### config.mk
export PLATFORM = sky130hd
export DESIGN_NAME = shared_leg_pwm
export DESIGN_NICKNAME = d
export VERILOG_FILES = /design/src/rtl/slpwm_pkg.sv /design/src/rtl/slpwm_offset.sv /design/src/rtl/slpwm_carrier.sv /design/src/rtl/slpwm_legs.sv /design/src/rtl/shared_leg_pwm.sv
export SDC_FILE = /design/constraint.sdc
export NUM_CORES = 2
export LEC_CHECK = 0
export CAP_MARGIN = 20
export CORE_ASPECT_RATIO = 1.5
export CORE_MARGIN = 2
export CORE_UTILIZATION = 50
export DETAILED_ROUTE_END_ITERATION = 8
export PLACE_DENSITY = 0.69
export SLEW_MARGIN = 20
export SYNTH_ARGS = -nofsm -noshare
export SYNTH_HDL_FRONTEND = slang
export SYNTH_SLANG_ARGS = --single-unit
### constraint.sdc
create_clock -name clk -period 17.47 [get_ports clk]
set_input_delay 5.241 -clock clk [delete_from_list [all_inputs] [get_ports clk]]
set_output_delay 5.241 -clock clk [all_outputs]
set_load 0.1 [all_outputs]
### src/rtl/slpwm_pkg.sv
package slpwm_pkg;
  localparam int ACC_W = 40;
  typedef logic signed [ACC_W-1:0] acc_t;

  typedef enum logic [1:0] {
    MODE_FIXED   = 2'b00,
    MODE_GENERAL = 2'b01,
    MODE_LOCAL_G = 2'b10,
    MODE_LOCAL_L = 2'b11
  } share_mode_e;

  function automatic acc_t amax(acc_t a, acc_t b);
    return (a > b) ? a : b;
  endfunction

  function automatic acc_t amin(acc_t a, acc_t b);
    return (a < b) ? a : b;
  endfunction

  function automatic acc_t clamp(acc_t x, acc_t lo, acc_t hi);
    return amax(lo, amin(hi, x));
  endfunction

  // E*(m-1/2) - m*vhi + (m-1)*vlo with m = mq / 2^frac_bits, floored
  function automatic acc_t split_offset(acc_t e, acc_t vhi, acc_t vlo, acc_t mq,
                                        int unsigned frac_bits);
    acc_t one, num;
    one = acc_t'(1) <<< frac_bits;
    num = e * (2 * mq - one) - 2 * mq * vhi + 2 * (mq - one) * vlo;
    return num >>> (frac_bits + 1);
  endfunction

  function automatic acc_t saturate(acc_t x, acc_t half);
    return clamp(x, -half, half);
  endfunction
endpackage

### src/rtl/slpwm_offset.sv
module slpwm_offset
  import slpwm_pkg::*;
#(
  parameter int DW = 16,
  parameter int MW = 8,
  parameter int OW = DW + 2
) (
  input  logic signed [DW-1:0] vg,
  input  logic signed [DW-1:0] vl,
  input  logic signed [DW-1:0] e,
  input  logic [1:0]           mode,
  input  logic [MW-1:0]        mu,
  output logic signed [OW-1:0] off
);
  acc_t g, l, ea, half, mq, raw;

  always_comb begin
    g    = acc_t'(vg);
    l    = acc_t'(vl);
    ea   = acc_t'(e);
    mq   = acc_t'({1'b0, mu});
    half = ea >>> 1;
    unique case (share_mode_e'(mode))
      MODE_FIXED:   raw = '0;
      MODE_GENERAL: raw = split_offset(ea, amax(amax(g, l), '0), amin(amin(g, l), '0), mq, MW);
      MODE_LOCAL_G: raw = clamp(split_offset(ea, amax(g, '0), amin(g, '0), mq, MW),
                                -half - l, half - l);
      MODE_LOCAL_L: raw = clamp(split_offset(ea, amax(l, '0), amin(l, '0), mq, MW),
                                -half - g, half - g);
      default:      raw = '0;
    endcase
    off = OW'(raw);
  end
endmodule

### src/rtl/slpwm_carrier.sv
module slpwm_carrier #(
  parameter int DW = 16,
  parameter int HL = 6
) (
  input  logic                 clk,
  input  logic                 rst_n,
  input  logic signed [DW-1:0] e_in,
  output logic                 trough,
  output logic [HL:0]          cnt,
  output logic                 up,
  output logic signed [DW:0]   carrier
);
  localparam int N   = 1 << HL;
  localparam int PRW = DW + HL + 3;

  logic signed [DW-1:0]  e_q;
  logic signed [PRW-1:0] e_w, c_w, prod;

  assign trough = (cnt == '0);

  always_ff @(posedge clk or negedge rst_n) begin
    if (!rst_n) begin
      cnt <= '0;
      up  <= 1'b1;
      e_q <= '0;
    end else begin
      if (trough) e_q <= e_in;
      if (up) begin
        cnt <= cnt + 1'b1;
        if (cnt == (HL+1)'(N - 1)) up <= 1'b0;
      end else begin
        cnt <= cnt - 1'b1;
        if (cnt == (HL+1)'(1)) up <= 1'b1;
      end
    end
  end

  always_comb begin
    e_w     = PRW'(e_q);
    c_w     = PRW'($signed({1'b0, cnt}));
    prod    = e_w * c_w;
    carrier = (DW+1)'((prod >>> HL) - (e_w >>> 1));
  end
endmodule

### src/rtl/slpwm_legs.sv
module slpwm_legs
  import slpwm_pkg::*;
#(
  parameter int DW = 16,
  parameter int PW = DW + 3,
  parameter int NL = 3
) (
  input  logic                 clk,
  input  logic                 rst_n,
  input  logic                 trough,
  input  logic signed [DW-1:0] e_in,
  input  logic signed [PW-1:0] pole_raw [NL],
  input  logic signed [DW:0]   carrier,
  output logic signed [DW-1:0] pole_q   [NL],
  output logic [NL-1:0]        hi,
  output logic [NL-1:0]        lo
);
  acc_t half;
  assign half = acc_t'(e_in) >>> 1;

  for (genvar i = 0; i < NL; i++) begin : g_leg
    logic signed [DW-1:0] pole_sat;
    assign pole_sat = DW'(saturate(acc_t'(pole_raw[i]), half));

    always_ff @(posedge clk or negedge rst_n) begin
      if (!rst_n)      pole_q[i] <= '0;
      else if (trough) pole_q[i] <= pole_sat;
    end

    assign hi[i] = ((DW+1)'(pole_q[i]) > carrier);
    assign lo[i] = ~hi[i];
  end
endmodule

### src/rtl/shared_leg_pwm.sv
module shared_leg_pwm #(
  parameter int DW        = 16,
  parameter int MW        = 8,
  parameter int HALF_LOG2 = 6
) (
  input  logic                 clk,
  input  logic                 rst_n,
  input  logic signed [DW-1:0] vg_ref,
  input  logic signed [DW-1:0] vl_ref,
  input  logic signed [DW-1:0] e_bus,
  input  logic [1:0]           mode,
  input  logic [MW-1:0]        mu,
  output logic [2:0]           gate_hi,
  output logic [2:0]           gate_lo
);
  localparam int OW   = DW + 2;
  localparam int PW   = DW + 3;
  localparam int NLEG = 3;

  logic signed [OW-1:0]  offset;
  logic signed [PW-1:0]  pole_raw [NLEG];
  logic signed [DW-1:0]  pole_q   [NLEG];
  logic                  trough;
  logic [HALF_LOG2:0]    cnt;
  logic                  up;
  logic signed [DW:0]    carrier;

  slpwm_offset #(.DW(DW), .MW(MW), .OW(OW)) u_offset (
    .vg(vg_ref), .vl(vl_ref), .e(e_bus), .mode(mode), .mu(mu), .off(offset)
  );

  assign pole_raw[0] = PW'(vg_ref) + PW'(offset);
  assign pole_raw[1] = PW'(vl_ref) + PW'(offset);
  assign pole_raw[2] = PW'(offset);

  slpwm_carrier #(.DW(DW), .HL(HALF_LOG2)) u_carrier (
    .clk(clk), .rst_n(rst_n), .e_in(e_bus), .trough(trough),
    .cnt(cnt), .up(up), .carrier(carrier)
  );

  slpwm_legs #(.DW(DW), .PW(PW), .NL(NLEG)) u_legs (
    .clk(clk), .rst_n(rst_n), .trough(trough), .e_in(e_bus),
    .pole_raw(pole_raw), .carrier(carrier), .pole_q(pole_q),
    .hi(gate_hi), .lo(gate_lo)
  );
endmodule

# == After elaboration in Yosys (flattened, before gate mapping) ==
# Cells that the tools add are included.
# classes
n_addsub,18
n_mul,8
n_div,0
n_lt_le_gt_ge,21
eq_ne,5
shift,0
mux,23
bitwise_logic,3
reduce_logical,2
# op_table
op,count
$mux W40,13
$gt A40 B40 Y1,5
$add A40 B40 Y40,2
$mul A39 B40 Y39,2
$mul A9 B40 Y39,2
$sub A40 B16 Y40,2
$sub A40 B40 Y40,2
$pmux W18 S4,1
$lt A17 B31 Y1,2
$gt A16 B17 Y1,3
$mux W16,3
$gt A40 B1 Y1 const B,1
$lt A40 B1 Y1 const B,1
$mul A39 B40 Y26,1
$mul A9 B40 Y26,1
$neg A15 Y40,1
$add A16 B18 Y19,2
$lt A15 B19 Y1,2
$mux W18,2
$sub A15 B16 Y17,2
$gt A16 B1 Y1 const B,2
$lt A16 B1 Y1 const B,2
$add A27 B27 Y27,1
$sub A27 B27 Y27,1
other kinds (19),24
# totals
regBits,72
latchBits,0
mem_bits_rw,0
romBits,0
out_inout_bits,6
word_cells,86
n_memories,0

# == Logic depth before layout (Yosys ltp) ==
# logic_depth
depth_word,15
ltp_mapped,106
depth_no_buf,99

# == By module ==
# From an unflattened synthesis, not the netlist that was laid out.
# unflattened
hier_cells,8340
area_unflattened_um2,68784.7
# by_module_without_submodules
mod,n_inst,cells_each,area_each_um2,seq_area_each_um2
slpwm_offset,1,6415,52990.8,0.0
slpwm_legs,1,1039,8458.1,1201.2
slpwm_carrier,1,646,5594.1,601.8
shared_leg_pwm,1,240,1741.7,0.0

# == Least setup slack after synthesis ==
# No wires, ideal clock.
# synth_timing
path_kind,in2reg
start,input port mu[1]
end,register u_legs.pole_q[41] (netlist name)
setup_time_ns,0.094
arrival_time_ns,27.293
required_time_ns,17.376
path_slack_ns,-9.917
path_stages,95
n_path_buf,9
path_cell_list,clkbuf_1 -> clkbuf_1 -> clkbuf_1 -> nand2_1 -> fa_1 -> inv_1 -> fa_1 -> inv_1 -> fa_1 -> inv_1 -> fa_1 -> inv_1 -> fa_1 -> inv_1 -> ha_1 -> o211ai_1 -> nand2_1 -> o2111ai_1 -> (+59 left out) -> nor3_1 -> nor4_2 -> clkbuf_1 -> mux2_2 -> ha_1 -> a21o_1 -> a21o_1 -> a21o_1 -> a21oi_1 -> nor2b_1 -> o21ai_0 -> a21oi_1 -> nor2_1 -> or4b_2 -> nand3_1 -> clkbuf_1 -> nor3_1 -> a211oi_1
# synth_via
elab_chain_len,14
word_cells_on_any_way,29
classes_between,add/sub (9); mul (7); order compare (6); mux (7)
# synth_rtl
element,line_no,rtl
start: declaration,shared_leg_pwm.sv:12,"input logic [MW-1:0] mu,"
$sub A9 B9 Y10,slpwm_pkg.sv:29,num = e * (2 * mq - one) - 2 * mq * vhi + 2 * (mq - one) * vlo;
$mul A16 B10 Y26,slpwm_pkg.sv:29,
$sub A40 B40 Y40,slpwm_pkg.sv:29,
$add A40 B40 Y40,slpwm_pkg.sv:29,
$lt A17 B31 Y1,slpwm_pkg.sv:17,return (a < b) ? a : b;
$mux W40,slpwm_pkg.sv:17,
$gt A40 B40 Y1,slpwm_pkg.sv:13,return (a > b) ? a : b;
$mux W18,slpwm_pkg.sv:13,
$pmux W18 S4 (*),slpwm_offset.sv:23,unique case (share_mode_e'(mode))
$add A16 B18 Y19 (*),shared_leg_pwm.sv:32,assign pole_raw[0] = PW'(vg_ref) + PW'(offset);
$lt A15 B19 Y1,slpwm_pkg.sv:17,
$mux W40 (*),slpwm_pkg.sv:17,
$gt A40 B40 Y1,slpwm_pkg.sv:13,
$mux W16 (*),slpwm_pkg.sv:13,
end signal: indexed assignment,slpwm_legs.sv:27,else if (trough) pole_q[i] <= pole_sat;
end: declaration,slpwm_legs.sv:14,"output logic signed [DW-1:0] pole_q [NL],"
# Mark *: on every way between the ends. The rest lies on a longest branch, timed or not.
# A chain may end at the register's enable or synchronous reset.

# == Final worst setup path ==
# layout_timing
start,input port e_bus[11]
end,register u_legs.pole_q[37] (netlist name)
# layout_via
elab_chain_len,13
word_cells_on_any_way,26
classes_between,add/sub (12); mul (1); order compare (6); mux (7)
# layout_rtl
element,line_no,rtl
start: declaration,shared_leg_pwm.sv:10,"input logic signed [DW-1:0] e_bus,"
$mul A16 B10 Y26,slpwm_pkg.sv:29,
$sub A40 B40 Y40,slpwm_pkg.sv:29,
$add A40 B40 Y40,slpwm_pkg.sv:29,
$lt A17 B31 Y1,slpwm_pkg.sv:17,
$mux W40,slpwm_pkg.sv:17,
$gt A40 B40 Y1,slpwm_pkg.sv:13,
$mux W18,slpwm_pkg.sv:13,
$pmux W18 S4,slpwm_offset.sv:23,
$add A16 B18 Y19,shared_leg_pwm.sv:32,
$lt A15 B19 Y1,slpwm_pkg.sv:17,
$mux W40,slpwm_pkg.sv:17,
$gt A40 B40 Y1,slpwm_pkg.sv:13,
$mux W16 (*),slpwm_pkg.sv:13,
# Marked as above.

==> flow_summary_export.csv <==
group,metric,value,unit
layout,design_area,0.0897,mm2
worst_setup_path,reg2reg_to,"u_legs.pole_q[0]",
layout,area.growth.synth_to_final,33.4,%
worst_setup_path,cp.required,17.71,ns
worst_setup_path,r2r_setup_slack,14.24,ns
status,violations,"setup timing",
logic_synthesis,synth-compound-area-share,13.6,%
placement,numPortBuffers,65,
min_path,hold_path.class,"flop to flop",
worst_setup_path,start_kind,"input port",
worst_setup_path,crit_buf_inv,19,
timing,max_slew.worst_pin.slew,1.12,ns
clock_tree,cts.sinks,72,
timing,fin_hold_ws,0.512,ns
clock_tree,clkSlewWorstSetupHoldPaths,0.06,ns
global_route,grt_pass1_vias,70200,
worst_setup_path,critPathKind,"input port to flop",
logic_synthesis,netlist_area,0.0672,mm2
logic_synthesis,yosysMostFrequentCell,"inv_1",
global_route,grt_pass1_wl,406000,um
logic_synthesis,synthesis.area_per_instance,8.37,um2
min_path,hold_path_end,"u_legs.pole_q[1]",
worst_setup_path,worstPathMaxFanout,13,
status,outcome,"complete, but fails checks",
logic_synthesis,synth_edf_count,0,
worst_setup_path,r2r-start,"u_carrier.cnt[2]",
timing,slew_headroom,24.7,%
global_route,antenna_found_initial,8,
timing,setup-violations-final,48,
logic_synthesis,ys_ff_latch,72,
logic_synthesis,yosys_warnings,0,
clock_tree,clock_tree.root_cell,"clkbuf_16",
clock_tree,cts_max_level,3,
drt,drtAntennaViolNets,0,
placement,dpl_cell_area,0.0848,mm2
min_path,hp-start,"u_legs.pole_q[1]",
floorplanning,start_util,50.4,%
worst_setup_path,crit_slowest_cell,"fa_1",
logic_synthesis,ys_top_cells_by_count,"inv_1 (1357), ha_1 (1084), fa_1 (1039), nand2_1 (750), nor2_1 (430)",
placement,gp_congestion,1.04,
worst_setup_path,crit_path_frequent_cell,"buf_4",
clock_tree,cts_buffer_depth,2,
drt,wl_per_cell,22.7,um
worst_setup_path,crit_path_max_incr_delay,0.65,ns
timing,hold_viol_final,0,
logic_synthesis,synth_ff_type,"dfrtp_1",
worst_setup_path,crit_arrival,25.10,ns
min_path,hold_depth,2,
drt,via_count,66400,
floorplanning,die_x,303,um
floorplanning,ios,66,
floorplanning,die_h,453,um
timing,fin_skew,0.00956,ns
logic_synthesis,yosys.area_share.adder,51.1,%
layout,layout-drive-gt1-share,26.9,%
clock_tree,tritoncts,"built",
logic_synthesis,yosys-top-cells-area,"fa_1 (31%), ha_1 (20%), inv_1 (7.6%)",
drt,drt-total-wl,267000,um
timing,drv_slew,0,
drt,drt_iter0_drc,4908,
layout,nets,12200,
floorplanning,fp-row-count,164,
worst_setup_path,r2r_cells,8,
timing,max_freq,40.2,MHz
placement,hpwl,225000,um
logic_synthesis,seq_area_frac_synth,2.68,%
global_route,grt_use_total,39.1,%
worst_setup_path,endpoint_kind,"flop",
logic_synthesis,muxShareOfSynthArea,1.25,%
logic_synthesis,synth.distinct_cells,92,
logic_synthesis,yosys.area_share.simple,16.8,%
logic_synthesis,synth_top_family_by_area,"adder cells",
logic_synthesis,synth_xor_area_share,5.30,%
timing,setup_ws,-7.39,ns
logic_synthesis,synth_top_cell_area_share,30.9,%
global_route,grt_max_degree,73,
drt,viasPerCell,5.65,
floorplanning,die_area,0.137,mm2
worst_setup_path,crit_family,"simple AND/OR/NAND/NOR gates",
timing,fin_crit,24.86,ns
logic_synthesis,yosysTopAreaCell,"fa_1",
timing,min_period_over_period,142,%
logic_synthesis,async_reset_ff_share,100,%
run,drv_cap,0,
timing,rsz0062_at_grt,"true",
logic_synthesis,syn_inst,8032,
drt,detail_route.first_pass.iterations,5,
global_route,overflow,0,
floorplanning,core,0.133,mm2
clock_tree,cts_made_buffers,9,
drt,drc,0,
clock_tree,clk_latency,0.36,ns
## flip-flops by register name (all words and copies together) (netlist names)
register and cells:
u_carrier.e_q 16, u_carrier.cnt 7, u_legs.pole_q 48, u_carrier.up 1
## layout make-up
class                           instances  area (um2)
Clock buffer                            9         225
Timing Repair Buffer                 2187       18000
Antenna cell                            8        20.0
Tap cell                             1743        2180
Fill cell                           11200       43700
Inverter                             1360        5140
Clock inverter                          7        82.6
Sequential cell                        72        1800
Multi-Input combinational cell       6373       62300
## how the worst max path moves through the flow
stage	startpoint	endpoint	slack (ns)	cells after the start
2_1_floorplan	mu[5]	u_legs.pole_q[30]	-6.97	93
3_3_place_gp	e_bus[7]	u_legs.pole_q[16]	-9.15	96
3_5_place_dp	e_bus[7]	u_legs.pole_q[16]	-9.43	96
4_1_cts	e_bus[4]	u_legs.pole_q[17]	-7.11	97
5_1_grt	e_bus[4]	u_legs.pole_q[37]	-8.10	93
6_report	e_bus[11]	u_legs.pole_q[37]	-7.39	89
## through the flow
stage                     setup WS, ns  utilization (%)  std cells  setup TNS, ns
after floorplan                  -6.97                -       8081        -314.22
after global placement           -9.15             63.6      11500        -418.27
after detailed placement         -9.43             63.6      11500        -430.19
after CTS                        -7.11             66.0      11700        -324.02
after global routing             -8.10             67.2      11800        -372.08
final                            -7.39             67.2      11800        -340.42
## metal layers
| layer | routed length, um | global-route usage [%] | up-vias |
|---|---|---|---|
| met1 | 99500 | 46.1 | 32700 |
| met2 | 122000 | 63.7 | 2383 |
| met3 | 16400 | 4.92 | 844 |
| met4 | 28400 | 31.7 | 0 |
| li1 | - | - | 30500 |
| met5 | 0 | 0 | - |
## worst min-delay path: cells and delay by family (launching register included)
| kind | cells | cell delay (ns) |
|---|---|---|
| compound gates | 2 | 0.11 |
| flops | 1 | 0.36 |
## what timing repair did
item | in CTS | in global routing
hold buffers | 0 | 0
pin swaps | 146 | 149
setup buffers | 135 | 45
gates resized for setup | 440 | 245
gates cloned | 9 | 5
endpoints found under the setup margin | 48 | 48
## cell families (layout without fill, tap and decap cells)
kind of cell	Yosys count	count (layout)
AOI/OAI and AO/OA	1402	1403
xor gates and xnor gates	407	407
adders and majority gates	2124	2124
buffers and inverters	1638	3563
DFF	72	72
muxes	75	76
other	2	59
and+or+nand+nor	2312	2312
## layout by cell type, fill, tap and decap left out, types with 20 or more instances in the layout
master / instances
inv_1: 1335
xnor2_1: 273
o21a_1: 111
clkdlybuf4s50_1: 23
o21ai_0: 198
nand2_1: 728
a21o_1: 192
ha_4: 56
mux2_2: 34
o21ai_1: 48
or2_2: 23
o211ai_1: 40
mux2i_1: 24
o31ai_1: 24
nor2b_1: 81
buf_12: 68
o21bai_1: 44
a211oi_1: 43
a31oi_1: 32
nor2_4: 20
o21ai_2: 24
nand2b_1: 73
a21oi_2: 37
buf_4: 1964
conb_1: 51
or3_1: 30
a21oi_1: 327
and3_1: 262
nand3_1: 134
ha_1: 1022
nand4_1: 78
xor2_1: 123
dfrtp_1: 71
fa_1: 1017
nor3_1: 105
nor2_1: 395
buf_6: 75
fa_2: 22
and2_1: 220
Power is not shown: default switching activity piles up to over one toggle a cycle in this logic, so the estimate is an artifact.
